--- src/rtl/byp_pkg.sv ---
package byp_pkg;
   localparam int unsigned SEL_W = 2;

   typedef enum logic [SEL_W-1:0] {
      BYP_RF  = 2'd0,
      BYP_WB  = 2'd1,
      BYP_MEM = 2'd2
   } byp_sel_e;
endpackage

--- src/rtl/byp_hit.sv ---
module byp_hit #(
   parameter int unsigned REG_W      = 5,
   parameter bit          GUARD_ZERO = 1'b1
) (
   input  logic [REG_W-1:0] src,
   input  logic [REG_W-1:0] dst,
   input  logic             wr,
   output logic             hit
);
   localparam logic [REG_W-1:0] ZERO_REG = '0;

   generate
      if (GUARD_ZERO) begin : g_guard
         assign hit = wr && (dst == src) && (dst != ZERO_REG);
      end else begin : g_plain
         assign hit = wr && (dst == src);
      end
   endgenerate
endmodule

--- src/rtl/byp_operand_sel.sv ---
module byp_operand_sel
   import byp_pkg::*;
#(
   parameter int unsigned REG_W      = 5,
   parameter bit          GUARD_ZERO = 1'b1
) (
   input  logic [REG_W-1:0] src,
   input  logic [REG_W-1:0] mem_dst,
   input  logic             mem_wr,
   input  logic [REG_W-1:0] wb_dst,
   input  logic             wb_wr,
   output byp_sel_e         sel
);
   logic mem_hit, wb_hit;

   byp_hit #(.REG_W(REG_W), .GUARD_ZERO(GUARD_ZERO)) u_mem_hit (
      .src(src), .dst(mem_dst), .wr(mem_wr), .hit(mem_hit)
   );

   byp_hit #(.REG_W(REG_W), .GUARD_ZERO(GUARD_ZERO)) u_wb_hit (
      .src(src), .dst(wb_dst), .wr(wb_wr), .hit(wb_hit)
   );

   // newer result (memory stage) has priority over writeback
   always_comb begin
      if (mem_hit)     sel = BYP_MEM;
      else if (wb_hit) sel = BYP_WB;
      else             sel = BYP_RF;
   end
endmodule

--- src/rtl/byp_store_sel.sv ---
module byp_store_sel #(
   parameter int unsigned REG_W      = 5,
   parameter bit          GUARD_ZERO = 1'b1
) (
   input  logic [REG_W-1:0] store_src,
   input  logic             store_valid,
   input  logic [REG_W-1:0] wb_dst,
   input  logic             wb_wr,
   input  logic             wb_load,
   output logic             sel
);
   logic load_wr;

   assign load_wr = wb_wr && wb_load && store_valid;

   byp_hit #(.REG_W(REG_W), .GUARD_ZERO(GUARD_ZERO)) u_hit (
      .src(store_src), .dst(wb_dst), .wr(load_wr), .hit(sel)
   );
endmodule

--- src/rtl/opnd_bypass_ctrl.sv ---
module opnd_bypass_ctrl
   import byp_pkg::*;
#(
   parameter int unsigned REG_W      = 5,
   parameter bit          GUARD_ZERO = 1'b1
) (
   input  logic [REG_W-1:0] ex_src1,
   input  logic [REG_W-1:0] ex_src2,
   input  logic [REG_W-1:0] mem_dst,
   input  logic             mem_wr,
   input  logic             mem_store,
   input  logic [REG_W-1:0] mem_store_src,
   input  logic [REG_W-1:0] wb_dst,
   input  logic             wb_wr,
   input  logic             wb_load,
   output logic [SEL_W-1:0] sel_op1,
   output logic [SEL_W-1:0] sel_op2,
   output logic             sel_store
);
   localparam int unsigned N_OPND = 2;

   initial begin
      assert (REG_W >= 1 && REG_W <= 16)
         else $error("opnd_bypass_ctrl: REG_W out of range");
   end

   logic [REG_W-1:0] src_vec [N_OPND];
   byp_sel_e         sel_vec [N_OPND];

   assign src_vec[0] = ex_src1;
   assign src_vec[1] = ex_src2;

   generate
      for (genvar g = 0; g < N_OPND; g++) begin : g_opnd
         byp_operand_sel #(.REG_W(REG_W), .GUARD_ZERO(GUARD_ZERO)) u_sel (
            .src    (src_vec[g]),
            .mem_dst(mem_dst),
            .mem_wr (mem_wr),
            .wb_dst (wb_dst),
            .wb_wr  (wb_wr),
            .sel    (sel_vec[g])
         );
      end
   endgenerate

   assign sel_op1 = sel_vec[0];
   assign sel_op2 = sel_vec[1];

   byp_store_sel #(.REG_W(REG_W), .GUARD_ZERO(GUARD_ZERO)) u_store (
      .store_src  (mem_store_src),
      .store_valid(mem_store),
      .wb_dst     (wb_dst),
      .wb_wr      (wb_wr),
      .wb_load    (wb_load),
      .sel        (sel_store)
   );
endmodule

--- config.mk ---
export PLATFORM = sky130hd
export DESIGN_NAME = opnd_bypass_ctrl
export DESIGN_NICKNAME = d
export VERILOG_FILES = /design/src/rtl/byp_pkg.sv /design/src/rtl/byp_hit.sv /design/src/rtl/byp_operand_sel.sv /design/src/rtl/byp_store_sel.sv /design/src/rtl/opnd_bypass_ctrl.sv
export SDC_FILE = /design/constraint.sdc
export NUM_CORES = 1
export LEC_CHECK = 0
export BUFFER_PORTS_ARGS = -buffer_cell sky130_fd_sc_hd__clkbuf_2
export CORE_AREA = 2 2 39 41
export DETAILED_ROUTE_END_ITERATION = 6
export DIE_AREA = 0 0 41 43
export PLACE_DENSITY = 0.65
export SLEW_MARGIN = 5
export SYNTH_ARGS = -nofsm -noshare
export SYNTH_HDL_FRONTEND = slang
export SYNTH_HIERARCHICAL = 1
export SYNTH_SLANG_ARGS = --single-unit
--- constraint.sdc ---
create_clock -name vclk -period 2.8
set_clock_uncertainty 0.2 [all_clocks]
set_input_delay 0.42 -clock vclk [all_inputs]
set_output_delay 0.42 -clock vclk [all_outputs]
set_load 0.03 [all_outputs]
## Word-level counts from Yosys, hierarchy flattened

Cells that the tools add are included.

- Register bits: 0
- Input port bits: 29
- Output and inout bits: 5
- Logic and storage cells: 23

- Eq/ne operators: 5
- Mux-type cells: 4
- Reduce and logical (&&, ||, !) cells: 14

Operator list:

| kind | count |
|---|---|
| $eq A5 B5 Y1 | 5 |
| $logic_and A1 B1 Y1 | 12 |
| $reduce_bool A5 Y1 | 2 |
| $mux W2 | 2 |
| $mux W1 | 2 |

## Depth between registers and ports, before layout

Gate-level depths: netlist of the first run.

- Word-level depth: 5
- Depth in mapped cells: 4

## Cells and area by module

Netlist of the first run, hierarchy kept.

Modules (own cells, without submodules):

| module | times used | cells an instance | area an instance (sq um) |
|---|---|---|---|
| byp_hit | 5 | 10 | 70.1 |
| byp_operand_sel | 2 | 2 | 21.3 |
| byp_store_sel | 1 | 1 | 6.3 |

## Worst setup path before layout of the first run

OpenSTA, ideal clock, no wires.

- Path kind: in2out
- Start point: in ex_src1[0]
- End point: out sel_op1[0]
- Arrival: 1166 ps
- Data required time: 2180 ps
- Path slack: 1014 ps
- Stages on the path: 4
- Path buffers: 0
- Cell sequence: nor4_1 -> o21ai_0 -> and4_1 -> nor2b_4

- Elaborated cells between the ends (all ways): 8
- Those cells by class: 2 x eq/ne; 2 x mux; 4 x reduce/logical

RTL lines:

| element | line | source |
|---|---|---|
| from (decl) | opnd_bypass_ctrl.sv:7 | `input logic [REG_W-1:0] ex_src1,` |
| $eq A5 B5 Y1 | byp_hit.sv:14 | `assign hit = wr && (dst == src) && (dst != ZERO_REG);` |
| $logic_and A1 B1 Y1 (2 in series) | byp_hit.sv:14 |  |
| net g_opnd[0].u_sel.mem_hit | byp_operand_sel.sv:14 | `logic mem_hit, wb_hit;` |
| $mux W2 | byp_operand_sel.sv:26 | `if (mem_hit) sel = BYP_MEM;` |
| to (decl) | opnd_bypass_ctrl.sv:16 | `output logic [SEL_W-1:0] sel_op1,` |

The timed path passes the listed nets, and every way through them passes these cells.

## Worst setup path in the final report of the first run

- Start point: in ex_src2[0]
- End point: out sel_op2[0]

- Longest elaborated chain between the ends: 5
- Elaborated cells between the ends (all ways): 8
- Those cells by class: 2 x eq/ne; 2 x mux; 4 x reduce/logical

Ends and longest elaborated chain:

| element | line | source |
|---|---|---|
| from (decl) | opnd_bypass_ctrl.sv:8 | `input logic [REG_W-1:0] ex_src2,` |
| $eq A5 B5 Y1 | byp_hit.sv:14 |  |
| $logic_and A1 B1 Y1 (2 in series) | byp_hit.sv:14 |  |
| $mux W1 | byp_operand_sel.sv:27 | `else if (wb_hit) sel = BYP_WB;` |
| $mux W2 (*) | byp_operand_sel.sv:26 |  |
| to (decl) | opnd_bypass_ctrl.sv:17 | `output logic [SEL_W-1:0] sel_op2,` |

Every way passes the cells marked *; elsewhere a longest branch is shown, timed or not.

==> results list, run 1 <==
* Run status: finished, final reports clean
* Largest net degree at the start of global routing: 7
- Switching power: 0.0352 mW
- The count of cells in the finished layout, fillers not included, comes to 103.
- Cell count after placement: 103
- The final number of max-transition violations is 0.
- The worst-case IR drop observed on VDD is 40.6 uV.
- The routed design uses 48 microns of met3 wire.
- By startpoint and endpoint, the worst setup path is classified as in -> out.
* Final count of hold timing violations: 0
- For this block, the routed nets add up to 1.05 mm of wire.
- Once the floorplan was initialized, standard cells occupied 28.8% of the core.
* Crit-path most repeated cell: clkbuf_2
* Type of the most critical hold path: in -> out
- Post-Syn Area per Cell: 7.26 sq um
- Global-route wire length before repair: 1.73 mm
* Setup repair after global routing missed its margin: false
- The die is 43 microns tall.
- Of the total power, combinational logic draws 100.0%.
- In the detailed route, the total length drawn on met2 is 569 microns.
- The highest metal layer carrying signal wires in the routed design is met3.
- STA classifies the critical path startpoint as an input pin.
* Sequential-to-total area share from yosys stat: 0%
- On the final layout, the worst hold slack is 1.09 ns.
- Worst endpoint required time: 2.18 ns
- In the final routing, the length of wire on met1 measures 429 microns.
- Gates resized during post-CTS repair numbered 0.
- Leakage Power: 0.284 nW
- Setup Buffers After CTS: 0
- Summed over all failing endpoints, the final setup total negative slack is 0 ns.
* Internal power contribution: 0.0357 mW
* Final design instance area without fill: 574 sq um
- Final HPWL from detailed placement: 943 microns
* Delay of the slowest cell on the worst path: 0.28 ns
* Top delay family on crit path: simple AND/OR/NAND/NOR gates
- Pwr dens: 123 nW/um^2
- The worst setup path is captured at a primary output.
- Number of instances in the synthesized netlist: 55
- Antenna cell count: 0
* Setup violations, final: 0
- The clock network is responsible for 0% of the overall power.
* Number of vias after detailed routing: 477
* Iteration count of the initial detailed-routing pass: 3
- In this run the remaining antenna-violating nets after routing total 0.
* Number of antenna violations at the first check in global routing: 0
* Weighted congestion reported at the end of routability-driven placement: 0.770
- Post-synthesis cell type count: 11
- The largest individual stage delay along the critical path comes from the cell nor4_1.
- In this run switching power makes up 49.7% of total power.
* Post-layout minimum cycle time: 2.11 ns
* Site Rows: 14
- Total number of nets in the final design: 118
- Gr usage total: 13.0%
* Detailed-route wire length per cell: 10.2 microns
- Static timing analysis puts the maximum clock frequency at 474 MHz.
* Vias per Instance: 4.63
- Leaving out fill and tap cells, the most frequent cell in the layout is clkbuf_2.
- The total area inside the core boundary comes to 1380 sq um.
* Top library cells by usage in the layout, fill and taps aside: clkbuf_2, xor2_1
- Number of global-route vias before repair: 456
* Critical path buffer and inverter count: 2
- Netlist Area Pre-Place: 399 sq um
- IO buf count: 34
- In the finished design the tool counted flip-flops and latches totalling 0.
* Worst hold stages: 3
* Share of layout cells above drive strength 1: 41.4%
* # Max-Cap Violations: 0
* Hold worst-path end: sel_op2[1]
- The number of hold buffers added after CTS was 0.
- Number of placed I/O pins: 34
- Headroom to the max-slew limit: 84.2%
- The first routing iteration left 9 violations.
- Of all nets on the critical path, the largest fanout is 4.
- Die footprint: 1760 sq um
- The worst path uses 75.3% of the clock period.
* Layout area overhead: 43.9%
- When the netlist entered floorplanning its net count stood at 84.
* Die X: 41 microns
* Overall overflow remaining after global route: 0
- In this run the most critical hold path is launched from mem_wr.
* Cell-by-cell trace of the critical path: clkbuf_2 > nor4_1 > o21ai_0 > and4_1 > nor2b_4 > clkbuf_2
- The placed instances occupy a cell area of 574 sq um.
- Worst-Margin Slew: 0.234 ns
- Ys Warns: 6
- Footprint of the flip-flops and latches: 0 sq um
* Data arrival time of the critical path: 1.49 ns
- Counting the clock-network buffers in the layout gives 0.
- Registers are responsible for 0% of the overall power.
- In the routed design, unresolved DRC markers number 0.
tightest hold or removal path, cell delays in order:
cell      delay [ns]
clkbuf_2        0.09
and4_1          0.18
clkbuf_2        0.19
worst max path at each step:
stage,cells after the start,from,slack [ns],endpoint
after floorplan,4,ex_src1[0],1.01,sel_op1[0]
after global placement,6,ex_src2[0],0.68,sel_op2[0]
after detailed placement,6,wb_dst[1],0.69,sel_op1[0]
after CTS,6,wb_dst[1],0.69,sel_op1[0]
after global routing,6,ex_src1[2],0.59,sel_op1[0]
final,6,ex_src2[0],0.69,sel_op2[0]
kinds of logic (layout without fill, tap and decap cells):
logic type / count (synthesis) / after routing / synth area share (%)
AND/OR/NAND/NOR: 28 / 28 / 46.1
AO/OA/AOI/OAI: 5 / 5 / 6.27
XOR/XNOR: 20 / 20 / 43.9
buffers and inverters: 2 / 34 / 3.76
routing by layer:
layer / vias to the layer above / GRT usage (%)
met3: 0 / 0
met2: 8 / 24.7
met5: - / 0
met4: 0 / 0
met1: 211 / 16.1
li1: 258 / -
power groups by stage:
stage | clock [mW] | sequential, mW | combinational [mW]
2_1_floorplan | 0 | 0 | 0.0331
3_3_place_gp | 0 | 0 | 0.0708
3_5_place_dp | 0 | 0 | 0.0715
4_1_cts | 0 | 0 | 0.0718
5_1_grt | 0 | 0 | 0.0797
6_report | 0 | 0 | 0.0709
synth_stat cells:
| cell type | n | area (sq um) |
|---|---|---|
| xor2_1 | 15 | 131 |
| and4_1 | 5 | 43.8 |
| nand2_1 | 5 | 18.8 |
| nor3_1 | 5 | 25.0 |
| nor4_1 | 5 | 31.3 |
| o21ai_0 | 5 | 25.0 |
| or2_1 | 5 | 31.3 |
| xnor2_1 | 5 | 43.8 |
| buf_4 | 2 | 15.0 |
| nor2b_4 | 2 | 27.5 |
| and3_1 | 1 | 6.26 |
through the flow:
step / power, mW / utilization [%] / worst slack [ns]
3_3_place_gp: 0.0708 / 41.5 / 0.675
2_1_floorplan: 0.0331 / - / 1.01
5_1_grt: 0.0797 / 41.5 / 0.593
4_1_cts: 0.0718 / 41.5 / 0.692
3_5_place_dp: 0.0715 / 41.5 / 0.694
6_report: 0.0709 / 41.5 / 0.692
final cells by class:
type                       instances  area, sq um
timing repair buffer              34          170
tap                               16         20.0
fill                             152          810
multi-input combinational         53          384
Power figures use the tool's default switching activity.
==> run 2: changes to the inputs <==
PLACE_DENSITY = 0.68   (was 0.65)
clock period = 1.8 ns   (was 2.8 ns; I/O delays follow)
==> run 2 against run 1 <==
- design area up 11%
- setup slack worse by 0.63 ns
- count of clock-buffer cells in the layout unchanged
- global-route usage up 0.80 points
- via count up 0.84%
==> results list, run 2 (synthesis gave the netlist of run 1 again) <==
* Run status: finished, final reports clean
* Data arrival time of the critical path: 1.27 ns (-0.22 ns)
- The number of violations reported at the end of detailed-routing iteration 0 is 2 (-7).
* Switching power: 0.0602 mW (+71%)
* Number of global-route vias before repair: 449 (-1.5%)
- Top library cells by usage in the layout, fill and taps aside: clkbuf_2, xor2_1, buf_4
* Clock group share of total power: 0% (unchanged)
- Pins over their slew limit: 0 (unchanged)
* Worst-Margin Slew: 0.241 ns (+0.00665 ns)
- The remaining global-route overflow was 0 (unchanged).
* Setup Buffers After CTS: 0 (unchanged)
- Delay of the slowest cell on the worst path: 0.28 ns (about the same)
* Worst slack at placement: -0.0107 ns (-0.704 ns)
- Static timing analysis puts the maximum clock frequency at 574 MHz.
- Switching part of the total: 48.7% (-0.96 points)
- The count of endpoints failing hold in the final timing report came to 0 (unchanged).
- Global-route wire length before repair: 1.77 mm (+2.4%)
- Pwr dens: 194 nW/um^2 (+57%)
* Leakage Power: 0.309 nW (+9.0%)
- Share of the clock period used by the worst path after layout: 96.7%
- Relative to the synthesized area, the layout overhead comes to 59.9%.
* Die X: 41 microns (unchanged)
- The number of buffer cells added on primary ports was 34 (unchanged).
* Start point of the worst hold path: mem_wr
- The total iterations of the first detailed-routing run came to 2 (-1).
- The count of filler cells inserted in the layout came to 148 (-2.6%).
- Weighted congestion reported at the end of routability-driven placement: 0.784 (+1.7%)
- Fraction of power consumed by combinational cells: 100.0% (about the same)
* Setup violations, final: 0 (unchanged)
- Sequential Power Share: 0% (unchanged)
* Final design instance area without fill: 638 sq um (+11%)
- Type of the most critical hold path: in -> out
* Setup repair after global routing missed its margin: false
- The boundary pin count was 34 (unchanged).
* Number of antenna violations at the first check in global routing: 0 (unchanged)
* Antenna-violating nets left: 0 (unchanged)
* Overall power after layout: 0.123 mW (+74%)
- The number of maximum-capacitance violations was 0 (unchanged).
- Internal power contribution: 0.0633 mW (+78%)
- STA classifies the critical path startpoint as an input pin.
* Site Rows: 14 (unchanged)
- The routed design could run at a clock period as short as 1.74 ns.
- Cell at the slowest stage of the critical path: and4_2
- The ratio of cells with drive above 1 in the final layout was 50.5% (+9.2 points).
- Most common cell after layout, fill and taps aside: clkbuf_2
- The number of design rule violations left after detail routing came to 0 (unchanged).
* Highest ir drop seen on vdd: 64.7 uV (+60%)
- The global-route usage over all layers came to 13.8% (+0.80 points).
- Cell-by-cell trace of the critical path: clkbuf_2 > xor2_1 > nor3_2 > and4_2 > buf_2
* Die footprint: 1760 sq um (unchanged)
* Final routed wirelength across all metal layers: 1.08 mm (+2.9%)
* Final setup margin: 0.0593 ns (-0.632 ns)
- Headroom to the max-slew limit: 83.8% (-0.45 points)
- The placed wire-length estimate after detailed placement came to 996 microns (+5.6%).
- The net count reported at finish is 122 (+3.4%).
- Placeable Area: 1380 sq um (unchanged)
- Total of clock buffers placed in the layout: 0 (unchanged)
- Worst setup EP type: primary output
- The mean number of vias per cell is 4.50 (-2.9%).
* Number of vias after detailed routing: 481 (+0.84%)
- Hold bufs inserted after CTS: 0 (unchanged)
- Detailed-route wire length per cell: 10.1 microns (-0.98%)
* Kind of critical path: in -> out
* Hold worst-path end: sel_op1[1]
- Post-DP Area: 604 sq um (+5.2%)
- The number of flip-flops and latches came to 0 (unchanged).
- Maximum fanout count along the critical path: 4 (unchanged)
* Footprint of the flip-flops and latches: 0 sq um (unchanged)
- The number of inserted diodes came to 0 (unchanged).
- The initial core utilization came to 28.8% (unchanged).
- Worst endpoint required time: 1.33 ns (-0.85 ns)
- The cell count of the worst hold path came to 3 (unchanged).
- The largest net degree at the start of global routing came to 7 (unchanged).
* Die outline height: 43 microns (unchanged)
==> run 2: changes by cell type in the layout (fill, tap and decap cells not counted), sizes merged <==
cell and change:
clkbuf -4, buf +8
==> run 2: timing repair <==
action / 4_1_cts / 5_1_grt
resized for setup: 2 / 13
pin swaps: 0 / 1
setup endpoints to repair: 2 / 4
==> run 2: layout make-up <==
type	count	area [sq um]	share of cell area (%)
timing repair buffer	38	208	32.5
tap	16	20.0	3.14
multi-input combinational	53	410	64.3
==> run 2: how the worst max path moves through the flow <==
stage	startpoint	to	slack, ns	cells past startpoint
2_1_floorplan	ex_src1[0]	sel_op1[0]	0.31	4
3_3_place_gp	ex_src1[2]	sel_op1[0]	-0.03	6
3_5_place_dp	ex_src2[2]	sel_op2[0]	-0.01	6
4_1_cts	ex_src1[0]	sel_op1[0]	0.002	6
5_1_grt	wb_dst[1]	sel_op2[0]	0.001	6
6_report	mem_dst[1]	sel_op2[1]	0.06	5
==> run 2: stage by stage <==
step | cells | TNS (ns) | utilization (%) | hold WS [ns]
6_report | 107 | 0 | 46.1 | 0.752
5_1_grt | 107 | 0 | 46.1 | 0.766
4_1_cts | 107 | 0 | 44.0 | 0.793
3_5_place_dp | 107 | -0.0187 | 43.7 | 0.793
3_3_place_gp | 107 | -0.0412 | 43.7 | 0.788
2_1_floorplan | 55 | 0 | - | 0.611
==> run 2: critical path: cells and delay by family <==
family / cells / cell delay, ns
simple gates: 2 / 0.47
buf+inv: 2 / 0.34
xor+xnor: 1 / 0.18
==> run 2: per-layer routing <==
metal  global-route usage [%]  wire (microns)
met1                     19.0             456
met2                     24.4             579
met3                        0              40
met4                        0               0
met5                        0               0
==> run 2: power by group through the flow <==
stage	logic, mW	clock network, mW	registers [mW]
5_1_grt	0.137	0	0
3_3_place_gp	0.116	0	0
3_5_place_dp	0.118	0	0
4_1_cts	0.119	0	0
6_report	0.123	0	0
2_1_floorplan	0.0514	0	0
